## config.mk

```make
export PLATFORM = sky130hd
export DESIGN_NAME = simd_alu
export DESIGN_NICKNAME = d
export VERILOG_FILES = /design/src/rtl/simd_pkg.sv /design/src/rtl/simd_seg_add.sv /design/src/rtl/simd_seg_clamp.sv /design/src/rtl/simd_alu.sv
export SDC_FILE = /design/constraint.sdc
export NUM_CORES = 1
export LEC_CHECK = 0
export ABC_AREA = 1
export BUFFER_PORTS_ARGS = -buffer_cell sky130_fd_sc_hd__buf_2
export CORE_ASPECT_RATIO = 1.4
export CORE_UTILIZATION = 35
export CTS_CLUSTER_DIAMETER = 100
export DETAILED_ROUTE_END_ITERATION = 10
export PLACE_DENSITY = 0.57
export SYNTH_ARGS = -nofsm -noshare
export SYNTH_HDL_FRONTEND = slang
export SYNTH_SLANG_ARGS = --single-unit
```

## constraint.sdc

```tcl
create_clock -name clk -period 0.8 [get_ports clk]
set_input_delay 0.04 -clock clk [delete_from_list [all_inputs] [get_ports clk]]
set_output_delay 0.04 -clock clk [all_outputs]
set_load 0.02 [all_outputs]
```

## src/rtl/simd_pkg.sv

```systemverilog
package simd_pkg;

    typedef enum logic [2:0] {
        OP_ADD  = 3'd0,
        OP_SUB  = 3'd1,
        OP_AND  = 3'd2,
        OP_OR   = 3'd3,
        OP_XOR  = 3'd4,
        OP_ANDN = 3'd5
    } simd_op_e;

    typedef enum logic [1:0] {
        MD_WRAP = 2'd0,
        MD_SSAT = 2'd1,
        MD_USAT = 2'd2
    } simd_mode_e;

    typedef enum logic [1:0] {
        SZ_8  = 2'd0,
        SZ_16 = 2'd1,
        SZ_32 = 2'd2,
        SZ_64 = 2'd3
    } simd_size_e;

endpackage

```

## src/rtl/simd_seg_add.sv

```systemverilog
module simd_seg_add #(
    parameter int SEG_W = 8
) (
    input  logic [SEG_W-1:0] a_i,
    input  logic [SEG_W-1:0] b_i,
    input  logic             cin_i,
    output logic [SEG_W-1:0] sum_o,
    output logic             cout_o,
    output logic             cmsb_o
);
    logic [SEG_W:0] total;

    always_comb begin
        total  = {1'b0, a_i} + {1'b0, b_i} + {{SEG_W{1'b0}}, cin_i};
        sum_o  = total[SEG_W-1:0];
        cout_o = total[SEG_W];
        // carry that entered the top bit of this segment
        cmsb_o = total[SEG_W-1] ^ a_i[SEG_W-1] ^ b_i[SEG_W-1];
    end
endmodule

```

## src/rtl/simd_seg_clamp.sv

```systemverilog
module simd_seg_clamp #(
    parameter int SEG_W = 8
) (
    input  logic [SEG_W-1:0] sum_i,
    input  logic             clamp_en_i,
    input  logic             clamp_hi_i,
    input  logic             signed_i,
    input  logic             is_top_i,
    output logic [SEG_W-1:0] res_o
);
    localparam logic [SEG_W-1:0] ONES   = '1;
    localparam logic [SEG_W-1:0] ZEROS  = '0;
    localparam logic [SEG_W-1:0] S_MAX  = {1'b0, {(SEG_W-1){1'b1}}};
    localparam logic [SEG_W-1:0] S_MIN  = {1'b1, {(SEG_W-1){1'b0}}};

    always_comb begin
        if (!clamp_en_i) begin
            res_o = sum_i;
        end else if (signed_i && is_top_i) begin
            res_o = clamp_hi_i ? S_MAX : S_MIN;
        end else begin
            res_o = clamp_hi_i ? ONES : ZEROS;
        end
    end
endmodule

```

## src/rtl/simd_alu.sv

```systemverilog
module simd_alu
    import simd_pkg::*;
#(
    parameter int SEG_W   = 8,
    parameter int NUM_SEG = 8
) (
    input  logic                       clk,
    input  logic                       rst_n,
    input  logic                       in_valid_i,
    input  logic [2:0]                 op_i,
    input  logic [1:0]                 mode_i,
    input  logic [1:0]                 size_i,
    input  logic [SEG_W*NUM_SEG-1:0]   a_i,
    input  logic [SEG_W*NUM_SEG-1:0]   b_i,
    output logic                       out_valid_o,
    output logic [SEG_W*NUM_SEG-1:0]   result_o
);
    localparam int DATA_W = SEG_W * NUM_SEG;
    localparam int IDX_W  = $clog2(NUM_SEG);

    typedef struct packed {
        logic              valid;
        logic [DATA_W-1:0] res;
    } out_st_t;

    out_st_t st_d, st_q;

    logic              is_sub;
    logic              sat_active;
    logic              signed_mode;
    logic [IDX_W-1:0]  lane_mask;
    logic [DATA_W-1:0] b_eff;
    logic [DATA_W-1:0] arith_res;
    logic [NUM_SEG-1:0] cin, cout, cmsb, seg_start, sovf, uovf, a_sign;

    always_comb begin
        is_sub      = (op_i == OP_SUB);
        b_eff       = is_sub ? ~b_i : b_i;
        lane_mask   = IDX_W'((4'd1 << size_i) - 4'd1);
        signed_mode = (mode_i == MD_SSAT);
        sat_active  = (op_i == OP_ADD || op_i == OP_SUB)
                   && (size_i == SZ_8 || size_i == SZ_16)
                   && (mode_i == MD_SSAT || mode_i == MD_USAT);
    end

    for (genvar g = 0; g < NUM_SEG; g++) begin : g_seg
        localparam logic [IDX_W-1:0] SEG_ID = g;
        logic [SEG_W-1:0] seg_sum;
        logic [IDX_W-1:0] top_idx;
        logic             clamp_en;
        logic             clamp_hi;

        assign seg_start[g] = (SEG_ID & lane_mask) == '0;
        if (g == 0) begin : g_first
            assign cin[g] = is_sub;
        end else begin : g_rest
            assign cin[g] = seg_start[g] ? is_sub : cout[g-1];
        end

        simd_seg_add #(.SEG_W(SEG_W)) u_add (
            .a_i    (a_i[g*SEG_W +: SEG_W]),
            .b_i    (b_eff[g*SEG_W +: SEG_W]),
            .cin_i  (cin[g]),
            .sum_o  (seg_sum),
            .cout_o (cout[g]),
            .cmsb_o (cmsb[g])
        );

        assign sovf[g]   = cmsb[g] ^ cout[g];
        assign uovf[g]   = is_sub ? ~cout[g] : cout[g];
        assign a_sign[g] = a_i[g*SEG_W + SEG_W - 1];

        assign top_idx  = SEG_ID | lane_mask;
        assign clamp_en = sat_active & (signed_mode ? sovf[top_idx] : uovf[top_idx]);
        assign clamp_hi = signed_mode ? ~a_sign[top_idx] : ~is_sub;

        simd_seg_clamp #(.SEG_W(SEG_W)) u_clamp (
            .sum_i      (seg_sum),
            .clamp_en_i (clamp_en),
            .clamp_hi_i (clamp_hi),
            .signed_i   (signed_mode),
            .is_top_i   (top_idx == SEG_ID),
            .res_o      (arith_res[g*SEG_W +: SEG_W])
        );
    end

    always_comb begin
        st_d       = st_q;
        st_d.valid = in_valid_i;
        if (in_valid_i) begin
            case (op_i)
                OP_ADD, OP_SUB: st_d.res = arith_res;
                OP_AND:         st_d.res = a_i & b_i;
                OP_OR:          st_d.res = a_i | b_i;
                OP_XOR:         st_d.res = a_i ^ b_i;
                OP_ANDN:        st_d.res = a_i & ~b_i;
                default:        st_d.res = '0;
            endcase
        end
    end

    always_ff @(posedge clk or negedge rst_n) begin
        if (!rst_n) begin
            st_q <= '0;
        end else begin
            st_q <= st_d;
        end
    end

    assign out_valid_o = st_q.valid;
    assign result_o    = st_q.res;

    function automatic logic bytes_not_below(input logic [DATA_W-1:0] r,
                                             input logic [DATA_W-1:0] a);
        logic ok = 1'b1;
        for (int k = 0; k < NUM_SEG; k++) begin
            if (r[k*SEG_W +: SEG_W] < a[k*SEG_W +: SEG_W]) ok = 1'b0;
        end
        return ok;
    endfunction

    function automatic logic no_sign_flip(input logic [DATA_W-1:0] r,
                                          input logic [DATA_W-1:0] a,
                                          input logic [DATA_W-1:0] b);
        logic ok = 1'b1;
        for (int k = 0; k < NUM_SEG; k++) begin
            if (!a[k*SEG_W + SEG_W - 1] && !b[k*SEG_W + SEG_W - 1]
                && r[k*SEG_W + SEG_W - 1]) ok = 1'b0;
        end
        return ok;
    endfunction

    AST_VALID_LATENCY: assert property (@(posedge clk) disable iff (!rst_n)
        out_valid_o == $past(in_valid_i));

    AST_HOLD_WHEN_IDLE: assert property (@(posedge clk) disable iff (!rst_n)
        !in_valid_i |=> $stable(result_o));

    AST_USAT_ADD_FLOOR: assert property (@(posedge clk) disable iff (!rst_n)
        (in_valid_i && op_i == OP_ADD && mode_i == MD_USAT && size_i == SZ_8)
        |=> bytes_not_below(result_o, $past(a_i)));

    AST_SSAT_NO_FLIP: assert property (@(posedge clk) disable iff (!rst_n)
        (in_valid_i && op_i == OP_ADD && mode_i == MD_SSAT && size_i == SZ_8)
        |=> no_sign_flip(result_o, $past(a_i), $past(b_i)));

    AST_LOGIC_AND: assert property (@(posedge clk) disable iff (!rst_n)
        (in_valid_i && op_i == OP_AND)
        |=> result_o == ($past(a_i) & $past(b_i)));

    AST_WRAP_LANE0: assert property (@(posedge clk) disable iff (!rst_n)
        (in_valid_i && op_i == OP_ADD && mode_i == MD_WRAP && size_i == SZ_8)
        |=> result_o[SEG_W-1:0] == SEG_W'($past(a_i[SEG_W-1:0]) + $past(b_i[SEG_W-1:0])));

endmodule

```

==> summary.txt, run 1 <==
Detailed routing
  – Initial DRC count: between 500 and 600
  – DRC violations left: 0
  – Antenna Violating Nets Remaining: 0
  – Vias per inst: 5.017
  – Routed len/inst: about 15 um
  – Vias: 13660
  – Total Routed Length: 41930 um
  – First-pass iteration count of the detailed router: 5

Clock tree
  – CTS clk-pin slew, worst paths: 0.06 ns
  – Cts bufs inserted: 9
  – Skew-Pair Late Insertion Delay: 0.37 ns
  – CTS H-tree depth: 3
  – CTS tree: done
  – Root Driver: clkbuf_16
  – Clock Path Buffers: 2
  – TritonCTS Sinks: between 60 and 70

Logic synthesis
  – Cell area after synthesis: 0.01090 mm2
  – Yosys cell types: 41
  – Synth Instances: 1781
  – Area contributors post-synth: nand2_1 (23%), dfrtp_1 (15%), ha_1 (14%)
  – Post-synth top area cell: nand2_1
  – Post-synthesis sequential area ratio: roughly 15%
  – Yosys reg bits: 65
  – Synth Net Count: 2056
  – Yosys warns: 0
  – Avg Cell Area, Syn: just over 6 um2
  – Area share of the largest cell type after synthesis: 23.28%

Die
  – Die area: 0.03186 mm2
  – Area of the core: 0.03071 mm2
  – IO Pins: just over 200
  – Die outline width: 151.2 um
  – Die height: 210.8 um
  – Initial core utilization: a little over a third
  – # rows: 76

Timing
  – Final Skew: 0 ns
  – RSZ-0062 raised after global routing: true
  – Least-Margin Pin Slew: 0.6656 ns
  – Slew Limit Fails: 0
  – Fmax: 93.12 MHz
  – Period utilization: 1342%
  – Final hold violation count: 0
  – Setup ws final: -9.939 ns
  – Slew HR: 55.63%
  – Endpoints failing setup: 129
  – Fin crit period: about 11 ns

Worst setup path
  – Max Fanout on Critical Path: 7
  – Critical path launch point type: input pin
  – Crit path kind: input pin to register
  – Crit end category: register
  – CP top delay family: adder cells
  – CP max stage cell: fa_2
  – Max stage delay on crit path: 0.40 ns
  – Crit path required time: 1.06 ns
  – Critical path arrival: 11.00 ns
  – CP dominant cell by count: nand2_2
  – WP buf/inv: 9

Place
  – Gpl congestion: 0.8927
  – Placement Setup Slack: -11.13 ns
  – Inst Count DP: around 2700
  – Hpwl dp: 32110 um
  – Area after DPL: 0.01529 mm2
  – Buffers on Ports: 202

Final layout
  – Non-Filler Instances: 2723
  – Commonest non-fill, non-tap cell in the layout: nand2_1
  – Fill count: 3023
  – Post-route cell area: 0.01693 mm2
  – Proportion of layout cells with a drive suffix above 1: 34.51%
  – Area growth syn-to-layout: 55.30%
  – Most frequent cells in the layout: nand2_1 (609), buf_4 (370), inv_1 (220)
  – NumNets Final: 2601
  – Fin util: 55.12%

Pwr
  – Net Sw Power: roughly 9.1 mW
  – Max VDD drop: 0.0007937 V
  – Sequential share of power: 19.4%
  – Leakage: 9.504 nW
  – Internal: 12.71 mW
  – Clk pwr share: around a fifth
  – Net Sw Frac: 41.77%
  – Power per cell area: 1290 mW/mm2
  – Comb power frac: 60.9%

GRT
  – Largest net degree at the start of global routing: 39
  – Number of antenna violations at the first check in global routing: 4
  – First-pass GRT wire length: 65410 um
  – Vias in the first global route: ~14000
  – GRT Total Usage: 26.31%
  – Grt ovf: 0

Min path
  – Hold Crit Class: input pin to register

Run status
  – Status: finished, violations left
  – Failing checks: setup timing

Run
  – Max cap viols: 0
## timing repair
action | 4_1_cts | 5_1_grt
gates cloned | 1 | 0
buffers inserted | 11 | 29
setup endpoints to repair | 129 | 129
hold buffers | 1 | 0
pin swaps | 34 | 32
endpoints found under the hold margin | 65 | 0
gates resized for setup | 92 | 195
## power by group through the flow
| stage | combinational [mW] | clock (mW) | sequential [mW] |
|---|---|---|---|
| global placement | 11.3 | 0 | 4.15 |
| detailed placement | 11.5 | 0 | 4.15 |
| finish | 13.3 | 4.31 | 4.23 |
| CTS | 12.1 | 4.43 | 4.10 |
| global route | 14.7 | 4.49 | 4.27 |
| floorplan | 5.91 | 0 | 4.76 |
## synth_stat cells, drive strengths merged
library cell  number
buf               16
clkinv             4
nor3              20
nand3            154
a21boi             1
nand2            681
o2111ai            1
a211o              4
xnor2             15
or2                5
o211ai             6
a21o               3
fa                15
dfrtp             65
a31oi             19
a41oi             43
a21oi             59
nand3b             5
a32oi              1
o21bai             6
nor2              39
inv              236
nand4             10
ha               122
o21ai            104
clkbuf            48
o21a               2
xor2              97
## kinds of logic after synthesis
family / synth area share [%]
adders and majority gates: 16.76
buffers and inverters: 10.61
AOI/OAI and AO/OA: 13.92
DFF: 14.92
and+or+nand+nor: 34.79
xor gates and xnor gates: 8.999
## state kept, by name, indices dropped and copies added, names as in the netlist
register,flops
result_o,64
out_valid_o,1
## layout make-up
| type | instances | area [um2] | share of cell area, % |
|---|---|---|---|
| inverters | 240 | 929.6 | 5.492 |
| diodes | 3 | 7.507 | 0.04435 |
| well taps | 390 | 488.0 | 2.882 |
| flip-flops and latches | 65 | 1627 | 9.608 |
| multi-input cells | 1413 | 8901 | 52.58 |
| clock buffers | 12 | 256.5 | 1.515 |
| repair buffers | 597 | 4679 | 27.64 |
| clock inverters | 3 | 40.04 | 0.2365 |
## stage by stage
| stage | total power [mW] | setup TNS, ns | hold slack [ns] |
|---|---|---|---|
| floorplan | 10.67 | -659.28 | -0.2556 |
| global placement | 15.47 | -694.49 | 0.02831 |
| detailed placement | 15.68 | -708.08 | 0.03283 |
| CTS | 20.60 | -647.97 | 0.03867 |
| global route | 23.44 | -683.72 | 0.07838 |
| finish | 21.83 | -640.81 | 0.05392 |
## tightest hold or removal path: stages
cell and delay, ns:
buf_2 0.11, a31oi_1 0.08, nand2_1 0.05, nand2_1 0.05
nand2_1 0.05
## per-layer routing
metal  vias to the layer above  wire (um)  track usage (%)
li1                       6877          -                -
met1                      6355      16560            28.94
met2                       333      21970            48.43
met3                        95       1682            3.110
met4                         2       1705            13.90
met5                         -          8                0
## worst paths after layout
kind / slack (ns) / depth (start not counted) / end / startpoint
max: -9.94 / 76 / result_o[46] / op_i[2]
max reg2reg: 0.03 / 3 / result_o[44] / result_o[44]
min: 0.05 / 5 / result_o[10] / a_i[10]
min in group asynchronous: 0.17 / 3 / result_o[19] / rst_n
min reg2reg: 0.50 / 2 / result_o[57] / result_o[57]
max in group asynchronous: 0.38 / 3 / result_o[35] / rst_n
No activity file was read; power rests on OpenSTA's default activity.
==> inputs of run 2 (changes only) <==
Settings changed: CORE_ASPECT_RATIO 1.4 to unset, CORE_UTILIZATION 35 to 25, PLACE_DENSITY 0.57 to 0.46.
Clock period 0.8 ns to 8.77 ns, I/O delays scaled along.
==> summary.txt, run 2 (synthesis gave the netlist of run 1 again) <==
Detailed routing
  – Routed len/inst: 15.87 um
  – Total Routed Length: between 40000 and 50000 um
  – Vias per inst: 4.668
  – Initial DRC count: 612
  – Vias: 12820
  – Antenna Violating Nets Remaining: 0
  – First-pass iteration count of the detailed router: 6
  – DRC violations left: 0

Final layout
  – Proportion of layout cells with a drive suffix above 1: 30.33%
  – Most frequent cells in the layout: nand2_1 (604), inv_1 (221), buf_4 (209)
  – Area growth syn-to-layout: 40.79%
  – Largest register FFs: 64
  – Commonest non-fill, non-tap cell in the layout: nand2_1
  – NumNets Final: 2426
  – Non-Filler Instances: 2746

Pwr
  – Leakage: between 8 and 9 nW
  – Tot Pwr: 1.830 mW
  – Max VDD drop: between 0.00008 and 0.00009 V
  – Power per cell area: roughly 120 mW/mm2

Timing
  – Fmax: 87.63 MHz
  – Fin crit period: about 11 ns
  – Slew Limit Fails: 0
  – Slew HR: 33.62%
  – Period utilization: 130.1%
  – Setup ws final: -2.641 ns
  – Final Skew: 0 ns
  – Final hold violation count: 0
  – RSZ-0062 raised after global routing: true
  – Least-Margin Pin Slew: 0.9958 ns
  – Endpoints failing setup: 64

GRT
  – Grt ovf: 0
  – GRT Total Usage: between 10% and 20%
  – Number of antenna violations at the first check in global routing: 4
  – First-pass GRT wire length: between 60000 and 70000 um
  – Largest net degree at the start of global routing: 67
  – Vias in the first global route: between 10000 and 15000

Place
  – Hpwl dp: 31380 um
  – Buffers on Ports: 202
  – Gpl congestion: 0.8922
  – Inst Count DP: 2665

Clock tree
  – CTS H-tree depth: 3
  – Clock Path Buffers: 2
  – Hold buffer count at CTS: 0
  – CTS tree: done
  – TritonCTS Sinks: 65
  – Root Driver: clkbuf_16
  – Skew-Pair Late Insertion Delay: 0.38 ns
  – Cts bufs inserted: 9
  – CTS clk-pin slew, worst paths: 0.07 ns

Die
  – Die height: 210.8 um
  – IO Pins: 203
  – Die outline width: 210.8 um
  – Initial core utilization: 25.30%
  – # rows: 76
  – Die area: about 0.044 mm2
  – Area of the core: 0.04308 mm2

Run
  – Max cap viols: 0

Run status
  – Status: finished, violations left
  – Failing checks: setup timing

Worst setup path
  – Crit end category: register
  – CP max stage cell: fa_2
  – Worst r2r src: result_o[47]
  – Critical path arrival: roughly 12 ns
  – Critical path launch point type: input pin
  – CP dominant cell by count: nand2_2
  – Crit path kind: input pin to register
  – Max stage delay on crit path: ~0.40 ns
  – CP startpoint: a_i[0]
  – Max Fanout on Critical Path: 4
  – Crit path required time: 9.04 ns
  – Reg2Reg Setup Slack: 8.07 ns

Min path
  – Hold Crit Class: input pin to asynchronous set/reset pin
-- run 2: cell types whose count changed in the layout (fill, tap and decap cells not counted), moves of 5 or more --
cell     delta
buf_12     -18
nand3_1    -12
nand2_4     +5
nand3_2    +12
nand2_1     -5
buf_2      +65
buf_6      -59
buf_4     -161
-- run 2: stage by stage --
step	worst slack [ns]	cell area, um2	hold WS (ns)	util (%)	TNS (ns)
5_1_grt	-3.327	15340	0.2842	35.60	-207.91
4_1_cts	-2.723	14970	0.2309	34.75	-170.62
3_5_place_dp	-3.781	13850	0.4579	32.16	-237.51
2_1_floorplan	-2.815	11160	0.1429	-	-174.70
3_3_place_gp	-3.595	13850	0.4561	32.16	-225.82
6_report	-2.641	15350	0.2046	35.63	-165.39
-- run 2: cell type report --
cell class / instances / area, um2
Antenna cell: 5 / 12.51
Clock buffer: 13 / 260.3
Clock inverter: 3 / 15.01
Fill cell: 4691 / 27730
Inverter: 240 / 932.1
Multi-Input combinational cell: 1413 / 9022
Sequential cell: 65 / 1627
Tap cell: 585 / 732.0
Timing Repair Buffer: 422 / 2746
-- run 2: critical path: cells and delay by family --
family | cells | cell delay [ns]
adders and majority gates | 15 | 5.71
AOI/OAI and AO/OA | 9 | 1.23
and+or+nand+nor | 44 | 3.30
buffers and inverters | 12 | 0.96
-- run 2: report_power, final --
group / switching [mW] / internal, mW / leakage, nW
Combinational: 0.627 / 0.460 / 7.56
Clock: 0.165 / 0.205 / 0.139
Sequential: 0.0265 / 0.346 / 0.833
Total: 0.818 / 1.01 / 8.53
-- run 2: routing by layer --
metal | vias to the layer above | track usage, % | wire length [um]
met2 | 251 | 34.57 | 21160
met3 | 47 | 3.167 | 1800
li1 | 6513 | - | -
met5 | - | 0 | 8
met4 | 2 | 7.696 | 1196
met1 | 6005 | 24.41 | 19420
-- run 2: timing repair --
action,4_1_cts,5_1_grt
cloned,1,0
setup endpoints to repair,64,64
pin swaps,81,70
setup buffers,58,7
gates resized for setup,109,83
-- run 2: worst paths after layout --
path / cells past startpoint / to
min in group clk: 5 / result_o[28]
max in group asynchronous: 1 / result_o[7]
setup / recovery: 80 / result_o[53]
setup reg to reg: 2 / result_o[47]
hold / removal: 1 / result_o[27]
hold reg to reg: 2 / result_o[24]
